$ cat src/rtl/kwd_pkg.sv
package kwd_pkg;
    localparam logic [7:0] OFF_CFG     = 8'h04;
    localparam logic [7:0] OFF_LOAD    = 8'h08;
    localparam logic [7:0] OFF_REFRESH = 8'h18;
    localparam logic [7:0] OFF_START   = 8'h1C;

    typedef enum logic [1:0] {
        ST_IDLE    = 2'd0,
        ST_RUN     = 2'd1,
        ST_EXPIRED = 2'd2
    } wd_state_e;

    function automatic logic code_flip(input logic [1:0] old_c, input logic [1:0] new_c);
        return (old_c == 2'b01 && new_c == 2'b10) || (old_c == 2'b10 && new_c == 2'b01);
    endfunction
endpackage

$ cat src/rtl/kwd_regs.sv
module kwd_regs
    import kwd_pkg::*;
#(
    parameter int                  BUS_W      = 32,
    parameter int                  CNT_W      = 16,
    parameter int                  DIV_W      = 8,
    parameter logic [BUS_W/2-1:0]  KEY        = 16'h1234,
    parameter logic [DIV_W-1:0]    DEF_DIV_M1 = 8'd15,
    parameter logic [CNT_W-1:0]    DEF_LOAD   = 16'hFFFF
) (
    input  logic             clk,
    input  logic             rst_n,
    input  logic             we,
    input  logic             re,
    input  logic [7:0]       addr,
    input  logic [BUS_W-1:0] wdata,
    output logic [BUS_W-1:0] rdata,
    output logic             rvalid,
    output logic [DIV_W-1:0] cfg_sh,
    output logic [CNT_W-1:0] load_sh,
    output logic             run_req,
    output logic             cfg_fire,
    output logic             cnt_fire
);
    localparam int HALF    = BUS_W / 2;
    localparam int DIV_LSB = 8;
    localparam int NGRP    = 3;
    localparam int RF_W    = 2 * NGRP;
    localparam logic [RF_W-1:0] RF_INIT = {NGRP{2'b01}};

    logic            key_ok;
    logic [RF_W-1:0] rf_q;
    logic [NGRP-1:1] flip;

    assign key_ok = we && (wdata[BUS_W-1:HALF] == KEY);

    // groups 2 (config) and 1 (counter) carry actions; group 0 is stored only
    for (genvar g = 1; g < NGRP; g++) begin : g_grp
        assign flip[g] = key_ok && (addr == OFF_REFRESH) &&
                         code_flip(rf_q[2*g +: 2], wdata[2*g +: 2]);
    end
    assign cfg_fire = flip[2];
    assign cnt_fire = flip[1];

    always_ff @(posedge clk or negedge rst_n) begin
        if (!rst_n) begin
            cfg_sh  <= DEF_DIV_M1;
            load_sh <= DEF_LOAD;
            rf_q    <= RF_INIT;
            run_req <= 1'b0;
        end else if (key_ok) begin
            case (addr)
                OFF_CFG:     cfg_sh  <= wdata[DIV_LSB +: DIV_W];
                OFF_LOAD:    load_sh <= wdata[CNT_W-1:0];
                OFF_REFRESH: rf_q    <= wdata[RF_W-1:0];
                OFF_START:   run_req <= wdata[0];
                default: ;
            endcase
        end
    end

    always_ff @(posedge clk or negedge rst_n) begin
        if (!rst_n) begin
            rdata  <= '0;
            rvalid <= 1'b0;
        end else begin
            rvalid <= re;
            if (re) begin
                rdata <= '0;
                case (addr)
                    OFF_CFG:     rdata[DIV_LSB +: DIV_W] <= cfg_sh;
                    OFF_LOAD:    rdata[CNT_W-1:0]        <= load_sh;
                    OFF_REFRESH: rdata[RF_W-1:0]         <= rf_q;
                    OFF_START:   rdata[0]                <= run_req;
                    default: ;
                endcase
            end
        end
    end

    p_badkey_ignored_r1: assert property (@(posedge clk) disable iff (!rst_n)
        (we && wdata[BUS_W-1:HALF] != KEY) |=>
            ($stable(cfg_sh) && $stable(load_sh) && $stable(run_req) && $stable(rf_q)));

    p_read_latency_r2: assert property (@(posedge clk) disable iff (!rst_n)
        re |=> rvalid);

    p_read_upper_zero_r2: assert property (@(posedge clk) disable iff (!rst_n)
        rvalid |-> (rdata[BUS_W-1:HALF] == '0));
endmodule

$ cat src/rtl/kwd_core.sv
module kwd_core
    import kwd_pkg::*;
#(
    parameter int               CNT_W      = 16,
    parameter int               DIV_W      = 8,
    parameter logic [DIV_W-1:0] DEF_DIV_M1 = 8'd15,
    parameter logic [CNT_W-1:0] DEF_LOAD   = 16'hFFFF
) (
    input  logic             clk,
    input  logic             rst_n,
    input  logic             tick,
    input  logic             run_req,
    input  logic             cfg_fire,
    input  logic             cnt_fire,
    input  logic [DIV_W-1:0] cfg_sh,
    input  logic [CNT_W-1:0] load_sh,
    output logic             bite
);
    wd_state_e        st_q, st_n;
    logic [DIV_W-1:0] div_q, pre_q;
    logic [CNT_W-1:0] cnt_q;
    logic             step;

    assign step = tick && (pre_q >= div_q);

    // state register
    always_ff @(posedge clk or negedge rst_n) begin
        if (!rst_n) st_q <= ST_IDLE;
        else        st_q <= st_n;
    end

    // transitions
    always_comb begin
        st_n = st_q;
        unique case (st_q)
            ST_IDLE:    if (run_req) st_n = ST_RUN;
            ST_RUN: begin
                if (!run_req)                                 st_n = ST_IDLE;
                else if (step && cnt_q == '0 && !cnt_fire)    st_n = ST_EXPIRED;
            end
            ST_EXPIRED: st_n = ST_EXPIRED;
            default:    st_n = ST_IDLE;
        endcase
    end

    // outputs
    always_ff @(posedge clk or negedge rst_n) begin
        if (!rst_n) bite <= 1'b0;
        else        bite <= (st_n == ST_EXPIRED);
    end

    // prescaler and down-counter
    always_ff @(posedge clk or negedge rst_n) begin
        if (!rst_n) begin
            div_q <= DEF_DIV_M1;
            pre_q <= '0;
            cnt_q <= DEF_LOAD;
        end else begin
            if (cfg_fire) div_q <= cfg_sh;
            if (cnt_fire) begin
                cnt_q <= load_sh;
                pre_q <= '0;
            end else if (st_q == ST_RUN && tick) begin
                if (step) begin
                    pre_q <= '0;
                    if (cnt_q != '0) cnt_q <= cnt_q - 1'b1;
                end else begin
                    pre_q <= pre_q + 1'b1;
                end
            end
        end
    end

    p_bite_sticky_r9: assert property (@(posedge clk) disable iff (!rst_n)
        bite |=> bite);

    p_hold_when_idle_r8: assert property (@(posedge clk) disable iff (!rst_n)
        (st_q == ST_IDLE && !cnt_fire) |=> $stable(cnt_q));

    p_expire_from_run_r4: assert property (@(posedge clk) disable iff (!rst_n)
        $rose(bite) |-> ($past(st_q) == ST_RUN));

    p_tick_gate_r10: assert property (@(posedge clk) disable iff (!rst_n)
        (!tick && !cnt_fire) |=> ($stable(pre_q) && $stable(cnt_q)));
endmodule

$ cat src/rtl/keyed_watchdog.sv
module keyed_watchdog #(
    parameter int               BUS_W      = 32,
    parameter int               CNT_W      = 16,
    parameter int               DIV_W      = 8,
    parameter logic [15:0]      KEY        = 16'h1234,
    parameter logic [DIV_W-1:0] DEF_DIV_M1 = 8'd15,
    parameter logic [CNT_W-1:0] DEF_LOAD   = 16'hFFFF
) (
    input  logic             clk,
    input  logic             rst_n,
    input  logic             cnt_tick,
    input  logic             bus_we,
    input  logic             bus_re,
    input  logic [7:0]       bus_addr,
    input  logic [BUS_W-1:0] bus_wdata,
    output logic [BUS_W-1:0] bus_rdata,
    output logic             bus_rvalid,
    output logic             wdog_bite
);
    logic [DIV_W-1:0] cfg_sh;
    logic [CNT_W-1:0] load_sh;
    logic             run_req, cfg_fire, cnt_fire;

    kwd_regs #(
        .BUS_W(BUS_W), .CNT_W(CNT_W), .DIV_W(DIV_W), .KEY(KEY),
        .DEF_DIV_M1(DEF_DIV_M1), .DEF_LOAD(DEF_LOAD)
    ) u_regs (
        .clk(clk), .rst_n(rst_n), .we(bus_we), .re(bus_re),
        .addr(bus_addr), .wdata(bus_wdata), .rdata(bus_rdata), .rvalid(bus_rvalid),
        .cfg_sh(cfg_sh), .load_sh(load_sh), .run_req(run_req),
        .cfg_fire(cfg_fire), .cnt_fire(cnt_fire)
    );

    kwd_core #(
        .CNT_W(CNT_W), .DIV_W(DIV_W), .DEF_DIV_M1(DEF_DIV_M1), .DEF_LOAD(DEF_LOAD)
    ) u_core (
        .clk(clk), .rst_n(rst_n), .tick(cnt_tick), .run_req(run_req),
        .cfg_fire(cfg_fire), .cnt_fire(cnt_fire), .cfg_sh(cfg_sh),
        .load_sh(load_sh), .bite(wdog_bite)
    );
endmodule

$ cat config.mk
export PLATFORM = sky130hd
export DESIGN_NAME = keyed_watchdog
export DESIGN_NICKNAME = d
export VERILOG_FILES = /design/src/rtl/kwd_pkg.sv /design/src/rtl/kwd_regs.sv /design/src/rtl/kwd_core.sv /design/src/rtl/keyed_watchdog.sv
export SDC_FILE = /design/constraint.sdc
export NUM_CORES = 1
export LEC_CHECK = 0
export BUFFER_PORTS_ARGS = -buffer_cell sky130_fd_sc_hd__buf_2
export CAP_MARGIN = 20
export CORE_ASPECT_RATIO = 1.4
export CORE_MARGIN = 2
export CORE_UTILIZATION = 28
export CTS_CLUSTER_DIAMETER = 150
export DETAILED_ROUTE_END_ITERATION = 7
export GPL_TIMING_DRIVEN = 0
export PLACE_DENSITY = 0.58
export SETUP_SLACK_MARGIN = 0.5
export SYNTH_ARGS = -nofsm -noshare
export SYNTH_HDL_FRONTEND = slang
export SYNTH_HIERARCHICAL = 1
export SYNTH_SLANG_ARGS = --single-unit
$ cat constraint.sdc
create_clock -name clk -period 6.3 [get_ports clk]
set_input_delay 1.575 -clock clk [delete_from_list [all_inputs] [get_ports clk]]
set_output_delay 1.575 -clock clk [all_outputs]
set_load 0.005 [all_outputs]
======== After elaboration in Yosys (flattened, before gate mapping) ========
Index checks and enable logic that the tools add are counted.
storage, ports and cells
  flip-flop bits (word level) ............. 83
  latch bits .............................. 0
  bits in writable memories ............... 0
  ROM bits ................................ 0
  input bits .............................. 45
  output and inout port bits .............. 34
  word-level logic and storage cells ...... 71
  memories kept ........................... 0
cells by class
  $add $sub $neg .......................... 2
  $mul .................................... 0
  divide/modulo/power cells ............... 0
  $lt $le $gt $ge ......................... 1
  eq/ne operators ......................... 16
  shift-type cells ........................ 0
  multiplexer cells ....................... 15
  bitwise logic cells ..................... 0
  reduce and logical (&&, ||, !) cells .... 26
operators by type and width
  cell                                                                      count
  16-bit two-way mux                                                        4
  8-bit two-way mux                                                         3
  16-bit by 13-bit equality test with 1-bit output (second input constant)  1
  8-bit by 5-bit equality test with 1-bit output (second input constant)    2
  16-bit zero test                                                          1
  8-bit one-hot mux with 2 select lines                                     1
  16-bit nonzero test                                                       1
  16-bit by 1-bit subtractor with 16-bit output (second input constant)     1
  2-bit equality test (second input constant)                               6
  1-bit logical AND                                                         12
  2-bit by 1-bit equality test with 1-bit output (second input constant)    5
  5-bit one-hot mux with 2 select lines                                     1
  8-bit by 1-bit adder with 8-bit output (second input constant)            1
  8-bit by 3-bit equality test with 1-bit output (second input constant)    1
  8-bit by 4-bit equality test with 1-bit output (second input constant)    1
  8-bit >= comparator                                                       1
  2-bit two-way mux                                                         4
  2-bit AND reduction                                                       4
  2-bit one-hot mux with 3 select lines                                     1
  2-bit nonzero test                                                        3
  1-bit one-hot mux with 3 select lines                                     1
  3-bit AND reduction                                                       1
  2-bit zero test                                                           1
  1-bit logical OR                                                          2
  1-bit zero test                                                           1

======== Depth between registers and ports, before layout ========
  word-level depth ........................ 10
  mapped depth ............................ 9
  gate-level depth less buffers ........... 9

======== Hierarchy ========
Netlist, hierarchy kept.
by module, submodules not included
  module    times used  cells an instance  area an instance (sq um)  seq. area each (sq um)
  kwd_regs  1           181                2304.7                    1229.9
  kwd_core  1           239                2208.4                    900.9

======== Least setup slack after synthesis ========
Ideal clock, no wire load.
  kind .................................... input to register
  from .................................... input port bus_wdata[26]
  to ...................................... register u_core.cnt_q[14]
  setup time .............................. 0.089 ns
  data arrival time ....................... 3.539 ns
  required time ........................... 6.211 ns
  path slack .............................. 2.672 ns
  cell stages on the path ................. 8
  path buffers ............................ 2
  cell sequence ........................... nor4b_2 > nand4b_2 > nor3_1 > o21a_1 > clkbuf_1 > clkbuf_1 > a21oi_1 > o32ai_2
on the way
  longest elaborated chain between the ends .. 6
  elaborated cells between the ends (all ways) .. 9
  classes of those cells .................. eq/ne (1); mux (1); reduce/logical (7)
RTL lines
  item                                                  line                  RTL
  start: declaration                                    keyed_watchdog.sv:15  input logic [BUS_W-1:0] bus_wdata,
  16-bit by 13-bit equality test with 1-bit output (*)  kwd_regs.sv:35        assign key_ok = we && (wdata[BUS_W-1:HALF] == KEY);
  1-bit logical AND (*)                                 kwd_regs.sv:35
  1-bit logical AND (*) (2 in a row)                    kwd_regs.sv:39        assign flip[g] = key_ok && (addr == OFF_REFRESH) &&
  named net cnt_fire                                    keyed_watchdog.sv:22  logic run_req, cfg_fire, cnt_fire;
  2-bit nonzero test (no source line)                   --
  3-bit AND reduction (no source line)                  --
  end signal: assignment                                kwd_core.sv:61        cnt_q <= load_sh;
  end signal: assignment                                kwd_core.sv:66        if (cnt_q != '0) cnt_q <= cnt_q - 1'b1;
  end: declaration                                      kwd_core.sv:21        logic [CNT_W-1:0] cnt_q;
Mark *: on every way through the listed nets, which the timed path passes. The rest lies on a longest branch.
A chain may end at the register's enable or synchronous reset.

======== Final worst setup path ========
Same ends and word-level chain as after synthesis.

==> impl_results.md <==
* Initial antenna violation count at 0
* Crit path kind: in -> reg
* Number of buffers added on ports at 62
* Share of cells above drive strength 1 at 37.55%
* Status: complete, no violations
* Maximum clock path buffer count at 2
* Detailed Routing Iterations Pass 1 at 5
* CTS HTree Levels at 3
* TritonCTS clock tree: built
* DRC errors left at 0
* WP data required at 6.55 ns
* Largest net degree at the start of global routing at 52
* Final period util at 65.25%
* Inserted Diodes at 0
* Setup Fix Bufs, Post-CTS at 0
* Clk root buf: clkbuf_16
* RSZ-0062 raised after global routing: no
* Hold path depth at 2
* Worst-Margin Slew at 0.6976 ns
* Die Y at 154.2 um
* #FFs+latches synth at 83
* Post-route setup TNS at 0 ns
* FF-to-FF path depth at 7
* Vias after detailed routing at 3625
* R2R setup slack at 3.72 ns
* Initial Util at 28.79%
* RR Endpoint: u_core/cnt_q[0]
* First-pass GRT wire length at 19.05 mm
* Hold Path Class: reg -> reg
* Mapped cell area at 4513 um^2
* Minimum clock period at 4.111 ns
* Power Dens Cells at 200.3 nW/um^2
* Synth async-reset ratio at 100.0%
* Crit path max fanout at 10
* Synth Area per Inst at 10.75 um^2
* Die width at 111.3 um
* Post-route setup slack at 2.189 ns
* Row cnt at 54
* Area Growth Syn to Fin at 20.21%
* Routed WL per cell at 17.03 um
* Vias in the first global route at 3614
* Clk_lat worst skew at 0.34 ns
* GP Congestion at 0.8823
* Max-cap violation count at 0
* Detailed-placement wirelength estimate at 9.099 mm
* Mapped Cells at 420
* Worst slack, placed at 1.868 ns
* GRT overflow at 0
* Critical Path Start Type: primary input
* VDD IR max at 0.1322 mV
* Reg2Reg Launch Point: u_core/cnt_q[0]
* Clk slew on worst S/H paths at 0.06 ns
* FMAX at 243.3 MHz
* GRT Total Usage at 14.14%
* CTS Buf Count at 9
* DR iter-0 viols at 195
* Die area at 17160 um^2
* Count of cell types in the netlist at 67
* Antenna Nets Post-Route at 0
* Layout Nets at 564
* Worst Hold Launch: u_core/cnt_q[6]
* Core region area at 15680 um^2
* WHS Endpoint: u_core/cnt_q[6]
* Post-synth EDFFs at 0
* Power Total at 1087 uW
* Final Skew at 0.008081 ns
* Final hold violations at 0
* Final WL at 12.09 mm
* WP data arrival at 4.36 ns
* Post-synth top flop: dfstp_2
* Hold buffers post-CTS at 0
* P_leak at 0.002417 uW
* IO Pins at 79
* Synth Warn # at 6
* Vias per cell at 5.106
* Slew headroom at 53.06%
* Register area share after synthesis at 47.21%
* Final setup viols at 0
* Slew Viols, Final at 0
* CTS-repair resized insts at 0
* CP Capture Type: flop
* CTS sink count at 83
## how the worst max path moves through the flow
stage | from | to | slack [ns]
3_3_place_gp | bus_wdata[26] | u_core/cnt_q[14] | 1.93
2_1_floorplan | bus_wdata[26] | u_core/cnt_q[14] | 2.67
4_1_cts | bus_wdata[26] | u_core/cnt_q[14] | 2.20
3_5_place_dp | bus_wdata[26] | u_core/cnt_q[14] | 1.87
6_report | bus_wdata[26] | u_core/cnt_q[14] | 2.19
5_1_grt | bus_wdata[26] | u_core/cnt_q[10] | 2.00
## logic make-up (layout without fill, tap and decap cells)
logic type | count (synthesis) | in the layout | synth area share, %
xor gates and xnor gates | 5 | 5 | 0.9703
and+or+nand+nor | 133 | 133 | 18.08
muxes | 35 | 35 | 9.509
adders and majority gates | 10 | 10 | 2.772
DFF | 83 | 83 | 47.21
buffers and inverters | 58 | 137 | 6.737
AOI/OAI and AO/OA | 95 | 95 | 14.64
other | 1 | 16 | 0.08309
## state kept, by name (all words and copies together) (netlist names)
signal / count
u_core/pre_q: 8
u_regs/rdata: 16
u_core/bite: 1
u_regs/cfg_sh: 8
u_core/cnt_q: 16
u_core/st_q: 2
u_regs/rvalid: 1
u_regs/run_req: 1
u_core/div_q: 8
u_regs/rf_q: 6
u_regs/load_sh: 16
## worst max-delay path, cell delays in order
cell and delay [ns]:
buf_2 0.10, nor4b_2 0.31, nand4b_2 0.28, nor3_1 0.40
o21a_1 0.36, clkbuf_1 0.46, clkbuf_1 0.53, a21oi_1 0.19
o32ai_2 0.15
## layer usage
metal  up-vias  GRT usage (%)  share of wire [%]
met1      1783          16.59                 40
met3        20          2.625                5.0
met5         -              0                  0
met4         0          5.879                2.4
met2       127          25.29                 53
li1       1695              -                  -
## report_power, final
part           switching (uW)  leakage [uW]  internal, uW
combinational            33.0       0.00133          27.4
clock                     214      0.000127           269
sequential               2.88      0.000957           540
## placed cells by master (no fill, tap or decap), types with 3 or more instances in the layout
master     count
ha_1          10
and4_1         4
o32ai_1        6
inv_1         24
mux2_2        22
clkbuf_16      9
nand3_1        9
nand2b_1       3
dfstp_2       43
clkbuf_1      14
a22oi_1       15
nor3_1        15
buf_4         19
nor2_1        36
xor2_1         5
o21ai_0       13
buf_2         61
o31ai_1        4
nand2_1       19
a2bb2oi_1      5
conb_1        16
a21oi_1       28
o41ai_1        4
a31oi_1        5
nor4_1         4
nand4_1        9
mux2_4        10
dfrtp_1       40
nor4bb_1       4
## layout make-up
| class | count | area [um^2] |
|---|---|---|
| Clock inverter | 5 | 37.54 |
| Tap cell | 196 | 245.2 |
| Clock buffer | 11 | 232.7 |
| Fill cell | 1598 | 10250 |
| Sequential cell | 83 | 2131 |
| Timing Repair Buffer | 63 | 340.3 |
| Multi-Input combinational cell | 294 | 2135 |
| Inverter | 24 | 90.09 |
| Buffer | 34 | 214.0 |
## synth_stat cells (10+ instances only)
cell       n  area share (%)
a21oi_1   28             3.1
a22oi_1   15             2.5
buf_4     18             3.0
clkbuf_1  12             1.0
dfrtp_1   40              22
dfstp_2   43              25
ha_1      10             2.8
inv_1     24             2.0
mux2_2    22             5.5
mux2_4    10             3.3
nand2_1   19             1.6
nor2_1    36             3.0
nor3_1    15             1.7
o21ai_0   13             1.4
## per-stage QoR
stage               cell area [um^2]  utilization, %  cells  hold WS (ns)
finish                          5425           34.61    710        0.4891
global route                    5425           34.61    710        0.5160
CTS                             5425           34.61    710        0.4920
detailed placement              5155           32.89    694        0.4830
global placement                5125           32.69    693        0.4886
floorplan                       4569               -    435        0.4678
Power figures use the tool's default switching activity.
